--- config.mk ---
export PLATFORM = sky130hd
export DESIGN_NAME = cmdq_engine
export DESIGN_NICKNAME = d
export VERILOG_FILES = /design/src/rtl/cmdq_pkg.sv /design/src/rtl/cmdq_regs.sv /design/src/rtl/cmdq_fetch.sv /design/src/rtl/cmdq_engine.sv
export SDC_FILE = /design/constraint.sdc
export NUM_CORES = 1
export LEC_CHECK = 0
export BUFFER_PORTS_ARGS = -buffer_cell sky130_fd_sc_hd__buf_2
export CAP_MARGIN = 30
export CORE_UTILIZATION = 50
export CTS_BUF_LIST = sky130_fd_sc_hd__clkbuf_16
export CTS_CLUSTER_SIZE = 14
export DETAILED_ROUTE_END_ITERATION = 8
export PLACE_DENSITY_LB_ADDON = 0.15
export SYNTH_ARGS = -nofsm -noshare
export SYNTH_HDL_FRONTEND = slang
export SYNTH_HIERARCHICAL = 1
export SYNTH_SLANG_ARGS = --single-unit
--- constraint.sdc ---
create_clock -name clk -period 8.3 [get_ports clk]
set_input_delay 0.83 -clock clk [delete_from_list [all_inputs] [get_ports clk]]
set_output_delay 0.83 -clock clk [all_outputs]
set_load 0.01 [all_outputs]
--- src/rtl/cmdq_pkg.sv ---
package cmdq_pkg;
    typedef enum logic [1:0] {
        F_IDLE = 2'd0,
        F_REQ  = 2'd1,
        F_BEAT = 2'd2,
        F_SEND = 2'd3
    } fetch_state_e;

    localparam int BASE_REG_W = 64;

    localparam logic [7:0] OFS_CTRL    = 8'h00;
    localparam logic [7:0] OFS_BASE_LO = 8'h08;
    localparam logic [7:0] OFS_BASE_HI = 8'h0C;
    localparam logic [7:0] OFS_WPTR_LO = 8'h10;
    localparam logic [7:0] OFS_RPTR_LO = 8'h18;
endpackage

--- src/rtl/cmdq_regs.sv ---
module cmdq_regs
    import cmdq_pkg::*;
#(
    parameter int ADDR_W     = 48,
    parameter int PAGE_W     = 8,
    parameter int PAGE_SHIFT = 12,
    parameter int PTR_LO     = 5,
    parameter int PTR_HI     = 19,
    localparam int IDX_W     = PTR_HI - PTR_LO + 1,
    localparam int SIZE_W    = PAGE_W + PAGE_SHIFT - PTR_LO + 1
) (
    input  logic              clk,
    input  logic              rst_n,
    input  logic              wr_en,
    input  logic [7:0]        addr,
    input  logic [31:0]       wdata,
    output logic [31:0]       rdata,
    input  logic [IDX_W-1:0]  rptr_idx,
    input  logic              fetch_idle,
    input  logic              err_collapse,
    output logic              en,
    output logic              enable_pulse,
    output logic              base_touch,
    output logic [ADDR_W-1:0] base_addr,
    output logic [SIZE_W-1:0] size_cmds,
    output logic [IDX_W-1:0]  wptr_idx
);
    typedef struct packed {
        logic                  en;
        logic                  pulse;
        logic [BASE_REG_W-1:0] base;
        logic [IDX_W-1:0]      wptr;
    } regs_t;

    regs_t q, d;
    logic  quiet;

    assign size_cmds = (SIZE_W'(q.base[PAGE_W-1:0]) + SIZE_W'(1)) << (PAGE_SHIFT - PTR_LO);
    assign base_addr = {q.base[ADDR_W-1:PAGE_SHIFT], {PAGE_SHIFT{1'b0}}};
    assign quiet     = fetch_idle && (rptr_idx == q.wptr);

    always_comb begin
        d          = q;
        d.pulse    = 1'b0;
        base_touch = 1'b0;
        if (wr_en) begin
            case (addr)
                OFS_CTRL: begin
                    d.en    = wdata[0];
                    d.pulse = wdata[0] & ~q.en;
                end
                OFS_BASE_LO: begin
                    base_touch = 1'b1;
                    if (!q.en) d.base[31:0] = wdata;
                end
                OFS_BASE_HI: begin
                    base_touch = 1'b1;
                    if (!q.en) d.base[63:32] = wdata;
                end
                OFS_WPTR_LO: begin
                    if (SIZE_W'(wdata[PTR_HI:PTR_LO]) <= size_cmds)
                        d.wptr = wdata[PTR_HI:PTR_LO];
                end
                default: ;
            endcase
        end
        if (err_collapse) d.wptr = rptr_idx;
    end

    always_ff @(posedge clk) begin
        if (!rst_n) q <= '0;
        else        q <= d;
    end

    always_comb begin
        case (addr)
            OFS_CTRL:    rdata = {quiet, 30'b0, q.en};
            OFS_BASE_LO: rdata = q.base[31:0];
            OFS_BASE_HI: rdata = q.base[63:32];
            OFS_WPTR_LO: rdata = 32'({q.wptr, {PTR_LO{1'b0}}});
            OFS_RPTR_LO: rdata = 32'({rptr_idx, {PTR_LO{1'b0}}});
            default:     rdata = 32'b0;
        endcase
    end

    assign en           = q.en;
    assign enable_pulse = q.pulse;
    assign wptr_idx     = q.wptr;
endmodule

--- src/rtl/cmdq_fetch.sv ---
module cmdq_fetch
    import cmdq_pkg::*;
#(
    parameter int ADDR_W     = 48,
    parameter int PAGE_W     = 8,
    parameter int PAGE_SHIFT = 12,
    parameter int PTR_LO     = 5,
    parameter int PTR_HI     = 19,
    parameter int BEATS      = 4,
    parameter int BEAT_W     = 64,
    localparam int IDX_W     = PTR_HI - PTR_LO + 1,
    localparam int SIZE_W    = PAGE_W + PAGE_SHIFT - PTR_LO + 1,
    localparam int CNT_W     = (BEATS > 1) ? $clog2(BEATS) : 1,
    localparam int CMD_W     = BEATS * BEAT_W
) (
    input  logic              clk,
    input  logic              rst_n,
    input  logic              en,
    input  logic [ADDR_W-1:0] base_addr,
    input  logic [SIZE_W-1:0] size_cmds,
    input  logic [IDX_W-1:0]  wptr_idx,
    input  logic              clr_rptr,
    output logic [IDX_W-1:0]  rptr_idx,
    output logic              idle,
    output logic              err_collapse,
    output logic              mem_req_valid,
    output logic [ADDR_W-1:0] mem_req_addr,
    input  logic              mem_req_ready,
    input  logic              mem_rsp_valid,
    input  logic [BEAT_W-1:0] mem_rsp_data,
    input  logic              mem_rsp_err,
    output logic              cmd_valid,
    output logic [CMD_W-1:0]  cmd_data,
    input  logic              cmd_ready
);
    typedef struct packed {
        fetch_state_e     state;
        logic [CNT_W-1:0] cnt;
        logic             err;
        logic [CMD_W-1:0] data;
        logic [IDX_W-1:0] rptr;
    } fetch_t;

    fetch_t q, d;
    logic [SIZE_W-1:0] rptr_inc;
    logic [IDX_W-1:0]  rptr_next;

    assign rptr_inc  = SIZE_W'(q.rptr) + SIZE_W'(1);
    assign rptr_next = (rptr_inc == size_cmds) ? '0 : rptr_inc[IDX_W-1:0];

    always_comb begin
        d            = q;
        err_collapse = 1'b0;
        case (q.state)
            F_IDLE: begin
                if (en && (q.rptr != wptr_idx)) begin
                    d.state = F_REQ;
                    d.cnt   = '0;
                    d.err   = 1'b0;
                end
            end
            F_REQ: begin
                if (mem_req_ready) d.state = F_BEAT;
            end
            F_BEAT: begin
                if (mem_rsp_valid) begin
                    d.data[q.cnt*BEAT_W +: BEAT_W] = mem_rsp_data;
                    d.err = q.err | mem_rsp_err;
                    d.cnt = q.cnt + 1'b1;
                    if (q.cnt == CNT_W'(BEATS - 1)) begin
                        if (q.err | mem_rsp_err) begin
                            d.state      = F_IDLE;
                            err_collapse = 1'b1;
                        end else begin
                            d.state = F_SEND;
                        end
                    end
                end
            end
            F_SEND: begin
                if (cmd_ready) begin
                    d.rptr  = rptr_next;
                    d.state = F_IDLE;
                end
            end
            default: d.state = F_IDLE;
        endcase
        if (clr_rptr) d.rptr = '0;
    end

    always_ff @(posedge clk) begin
        if (!rst_n) q <= '0;
        else        q <= d;
    end

    assign rptr_idx      = q.rptr;
    assign idle          = (q.state == F_IDLE);
    assign mem_req_valid = (q.state == F_REQ);
    assign mem_req_addr  = base_addr + ADDR_W'({q.rptr, {PTR_LO{1'b0}}});
    assign cmd_valid     = (q.state == F_SEND);
    assign cmd_data      = q.data;
endmodule

--- src/rtl/cmdq_engine.sv ---
module cmdq_engine #(
    parameter int ADDR_W     = 48,
    parameter int PAGE_W     = 8,
    parameter int PAGE_SHIFT = 12,
    parameter int PTR_LO     = 5,
    parameter int PTR_HI     = 19,
    parameter int BEATS      = 4,
    parameter int BEAT_W     = 64,
    localparam int IDX_W     = PTR_HI - PTR_LO + 1,
    localparam int SIZE_W    = PAGE_W + PAGE_SHIFT - PTR_LO + 1,
    localparam int CMD_W     = BEATS * BEAT_W
) (
    input  logic              clk,
    input  logic              rst_n,
    input  logic              reg_wr_en,
    input  logic [7:0]        reg_addr,
    input  logic [31:0]       reg_wdata,
    output logic [31:0]       reg_rdata,
    output logic              enable_pulse,
    output logic              mem_req_valid,
    output logic [ADDR_W-1:0] mem_req_addr,
    input  logic              mem_req_ready,
    input  logic              mem_rsp_valid,
    input  logic [BEAT_W-1:0] mem_rsp_data,
    input  logic              mem_rsp_err,
    output logic              cmd_valid,
    output logic [CMD_W-1:0]  cmd_data,
    input  logic              cmd_ready
);
    logic              ctrl_en;
    logic              base_touch;
    logic              fetch_idle;
    logic              err_collapse;
    logic [ADDR_W-1:0] base_addr;
    logic [SIZE_W-1:0] size_cmds;
    logic [IDX_W-1:0]  wptr_idx;
    logic [IDX_W-1:0]  rptr_idx;

    cmdq_regs #(
        .ADDR_W(ADDR_W), .PAGE_W(PAGE_W), .PAGE_SHIFT(PAGE_SHIFT),
        .PTR_LO(PTR_LO), .PTR_HI(PTR_HI)
    ) u_regs (
        .clk(clk), .rst_n(rst_n),
        .wr_en(reg_wr_en), .addr(reg_addr), .wdata(reg_wdata), .rdata(reg_rdata),
        .rptr_idx(rptr_idx), .fetch_idle(fetch_idle), .err_collapse(err_collapse),
        .en(ctrl_en), .enable_pulse(enable_pulse), .base_touch(base_touch),
        .base_addr(base_addr), .size_cmds(size_cmds), .wptr_idx(wptr_idx)
    );

    cmdq_fetch #(
        .ADDR_W(ADDR_W), .PAGE_W(PAGE_W), .PAGE_SHIFT(PAGE_SHIFT),
        .PTR_LO(PTR_LO), .PTR_HI(PTR_HI), .BEATS(BEATS), .BEAT_W(BEAT_W)
    ) u_fetch (
        .clk(clk), .rst_n(rst_n),
        .en(ctrl_en), .base_addr(base_addr), .size_cmds(size_cmds),
        .wptr_idx(wptr_idx), .clr_rptr(base_touch),
        .rptr_idx(rptr_idx), .idle(fetch_idle), .err_collapse(err_collapse),
        .mem_req_valid(mem_req_valid), .mem_req_addr(mem_req_addr),
        .mem_req_ready(mem_req_ready), .mem_rsp_valid(mem_rsp_valid),
        .mem_rsp_data(mem_rsp_data), .mem_rsp_err(mem_rsp_err),
        .cmd_valid(cmd_valid), .cmd_data(cmd_data), .cmd_ready(cmd_ready)
    );
endmodule

==> results by stage <==
Die:
- The die span in y is 200.0 um.
- The core region is 38650 um2.
- The area of the die is 39980 um2.
- The die is 200.0 um wide.
- The initial cell density of the core is 50.70%.
- After floorplanning, the core was divided into 72 placement rows.
- 450 I/O pins were placed.

Clocking:
- The clock network latency to the later pin of the worst-skew pair is 0.56 ns.
- The number of resized instances in the post-cts repair step is 0.
- After clock tree synthesis, the setup repair step added 0 buffers.
- The buffer type at the clock tree root is sky130_fd_sc_hd__clkbuf_16.
- Clock-pin slew was measured on the worst setup and hold paths at 0.06 ns.
- The total number of H-tree levels is 2.
- TritonCTS built the clock tree.
- The number of hold buffers added after CTS is 0.
- Clock tree synthesis found a total of 357 sinks.
- The clock passes through at most 3 buffers.
- The TritonCTS buffer count is 40.

Synthesis:
- The instance count of the mapped netlist is 2422.
- The mapped netlist covers 19590 um2.
- The most instantiated flip-flop cell in the synthesis netlist is sky130_fd_sc_hd__dfxtp_1.
- The number of flops mapped to enable cells by yosys is 0.
- After synthesis, flip-flops and latches occupy 36.48% of the total area.
- The number of distinct library cells after synthesis is 66.
- Counting flops and latches in the post-synthesis netlist gives 357.
- During synthesis, Yosys emitted a total of 6 warnings.
- The async set or reset register ratio after synthesis is 0%.
- After synthesis, the mean cell area works out to 8.089 um2.

STA:
- The final critical path takes up 52.21% of the cycle.
- The tightest hold path in the finished design has a slack of 0.4555 ns.
- The minimum clock period is 4.333 ns.
- In this run the tightest slew margin relative to its limit is 40.92%.
- The post-layout worst setup margin is 3.967 ns.
- Setup total negative slack on the finished layout was measured at 0 ns.
- Setup violations remaining at the end of the flow were counted as 0.
- Across the routed clock network, the largest skew measured is 0.01436 ns.
- The maximum clock rate is 230.8 MHz.
- Setup repair after global routing left no endpoint under its margin.
- The number of hold-slack violations in the final timing report was 0.
- For the pin with the worst max-slew slack, the measured transition is 0.8862 ns.
- The final count of pins violating max slew was 0.

Layout:
- The filler cells instantiated in the layout total 3696.
- Relative to the synthesized area, the layout overhead comes to 6.220%.
- Of the cells placed in the final design, the portion with a size suffix greater than 1 is 22.70%.
- The final net count is 2578.
- The top cell types in the final layout, fill and taps aside, are sky130_fd_sc_hd__buf_2 (443), sky130_fd_sc_hd__nand2_1 (399), sky130_fd_sc_hd__dfxtp_1 (357).
- Once layout is done, the placed cells without fillers occupy 20810 um2.
- Once layout is complete, the cells apart from fillers number 2984.
- The footprint of the flip-flops and latches is 7147 um2.
- The leading cell type in the layout, fill and taps excluded is sky130_fd_sc_hd__buf_2.
- The multi-input combinational cells in the finished layout cover a total of 9141 um2.

Routing:
- The detail route stage leaves a number of antenna-violating nets equal to 0.
- The number of design rule violations left after detail routing is 0.
- The number of search-and-repair iterations in the first detailed-routing pass is 5.
- The total number of vias is 16736.
- The final wirelength is 61810 um.
- After the first detailed-routing iteration, the DRC count stood at 1151.
- In the final routed layout, each cell accounts on average for 20.71 um.
- The via density per instance is 5.609.

Setup path:
- The critical path crosses 9 cells after its start point.
- The critical path goes through ha_1 > a21oi_1 > o21ai_0 > nor3_1 > o211ai_1 > nand2_1 > nor4_1 > xor2_1 > buf_2.
- The number of buffers and inverters on the critical path is 1.
- The largest single stage delay on the critical path is 0.48 ns.
- The startpoint type of the worst setup path is a flop.
- The worst register-to-register path begins at u_fetch/rptr_idx[1].
- The start point of the critical path is u_fetch/rptr_idx[10].
- The required arrival time at the worst endpoint is 7.47 ns.
- Among all stages on the critical path, the largest delay is contributed by sky130_fd_sc_hd__nor4_1.
- In this run the register-to-register setup slack is 4.94 ns.
- STA classifies the critical path endpoint as an output pin.
- For the worst setup path, the data arrival time is 3.50 ns.
- In this run the critical register-to-register path is captured at u_fetch/rptr_idx[13].
- For the worst flop-to-flop path, the logic depth is 8.
- The most critical setup path has its endpoint at mem_req_addr[45].
- The type of the worst setup path is reg -> out.
- The critical-path maximum fanout is 12.
- The kind of cell adding the most delay to the critical path is simple AND/OR/NAND/NOR gates.

Global route:
- The maximum number of pins on one net before global-route repair is 165.
- The number of global-route vias before repair was 15372.
- The overall global routing resource usage is 29.32%.
- The initial antenna violation count is 3.
- The first global-routing pass estimated 90390 um of wire.
- After global routing the overflow that remains totals 0.

Placement:
- In this run the cell area measured after placement is 19480 um2.
- Including well taps, the total number of placed cells is 2910.
- The weighted congestion at the end of routability-driven global placement is 0.9678.
- The HPWL after detailed placement is 41650 um.
- During placement, the flow inserted port buffers numbering 444.
- At the placement stage, the worst setup path has a slack of 4.572 ns.

Run:
- The tool flagged a number of max-cap violations equal to 0.

Pwr:
- The power density over the cells is 175.7 nW/um2.
- In this run the static leakage power is 8.444 nW.
- The worst ir drop on vdd is 111.9 uV.

Worst hold path:
- The type of the tightest min-delay check is reg -> reg.

Run status:
- The flow ran to the end, and the final reports show no timing, DRC or antenna violations.
## cell type report
class / count / area share, %
antenna: 3 / 0.03607
clock inverter: 28 / 1.160
sequential: 357 / 34.34
clock buffer: 42 / 5.050
tap: 518 / 3.114
timing repair buffer: 472 / 11.81
multi-input combinational: 1533 / 43.92
inverter: 31 / 0.5591
## worst min path at each step
stage | start | to | slack, ns | depth (start not counted)
floorplan | u_regs/q[67] | u_regs/q[67] | 0.44 | 2
global placement | u_regs/q[69] | u_regs/q[69] | 0.44 | 2
detailed placement | u_regs/q[74] | u_regs/q[74] | 0.45 | 2
CTS | u_regs/q[74] | u_regs/q[74] | 0.46 | 2
global route | flop | flop | 0.47 | 2
finish | u_regs/q[74] | u_regs/q[74] | 0.46 | 2
## per-stage QoR
stage | power, W | util (%)
6_report | 0.003657 | 53.85
5_1_grt | 0.003766 | 53.84
4_1_cts | 0.003680 | 53.76
3_5_place_dp | 0.001909 | 50.41
3_3_place_gp | 0.001906 | 50.36
2_1_floorplan | 0.001841 | -
## per-layer routing
| layer | GRT usage (%) | share of wire (%) | vias to the layer above |
|---|---|---|---|
| met5 | 0 | 0.026 | - |
| met4 | 13.85 | 4.1 | 2 |
| met3 | 6.200 | 7.6 | 126 |
| met2 | 49.74 | 48 | 677 |
| met1 | 35.34 | 40 | 8003 |
| li1 | - | - | 7928 |
## where the power goes
| group | switching, W | internal (W) | leakage, nW |
|---|---|---|---|
| combinational | 0.0000958 | 0.0000593 | 4.91 |
| sequential | 0.00000484 | 0.00171 | 2.87 |
| clock | 0.000743 | 0.00104 | 0.660 |
## cells in the mapped netlist, drive strengths merged (3+ instances only)
library cell	n	area share (%)
nand2	403	7.7
buf	393	14
dfxtp	357	36
nand3	322	8.3
a21boi	257	9.8
clkbuf	126	2.4
a21oi	81	2.1
xnor2	61	2.7
nor2	47	0.90
xor2	35	1.6
mux2i	32	1.6
ha	31	2.0
inv	31	0.59
o21ai	26	0.72
and3	22	0.70
nand4	22	0.78
nor4	19	0.72
a22o	16	0.72
o2bb2ai	16	0.72
a221o	15	0.77
nor3	12	0.36
and2	8	0.26
a211oi	7	0.27
nand2b	7	0.22
o31ai	7	0.29
a21o	6	0.23
nor2b	6	0.19
nor3b	6	0.23
and4	4	0.18
or4	4	0.19
a31oi	3	0.096
o21a	3	0.11
o22ai	3	0.096
or2	3	0.096
or3	3	0.096
## tightest hold or removal path, delay by kind of cell, from the launching register on
family           cells  cell delay [ns]
AO/OA/AOI/OAI        1             0.05
flip-flops           1             0.30
AND/OR/NAND/NOR      1             0.05
## logic make-up after synthesis
logic type | Yosys count | synth area share, %
and+or+nand+nor | 898 | 21.41
buffers and inverters | 550 | 17.43
AOI/OAI and AO/OA | 455 | 16.60
DFF | 357 | 36.48
xor gates and xnor gates | 96 | 4.291
muxes | 33 | 1.692
adders and majority gates | 32 | 2.082
other | 1 | 0.01914
Note: power is estimated with default switching activity, not from simulation.
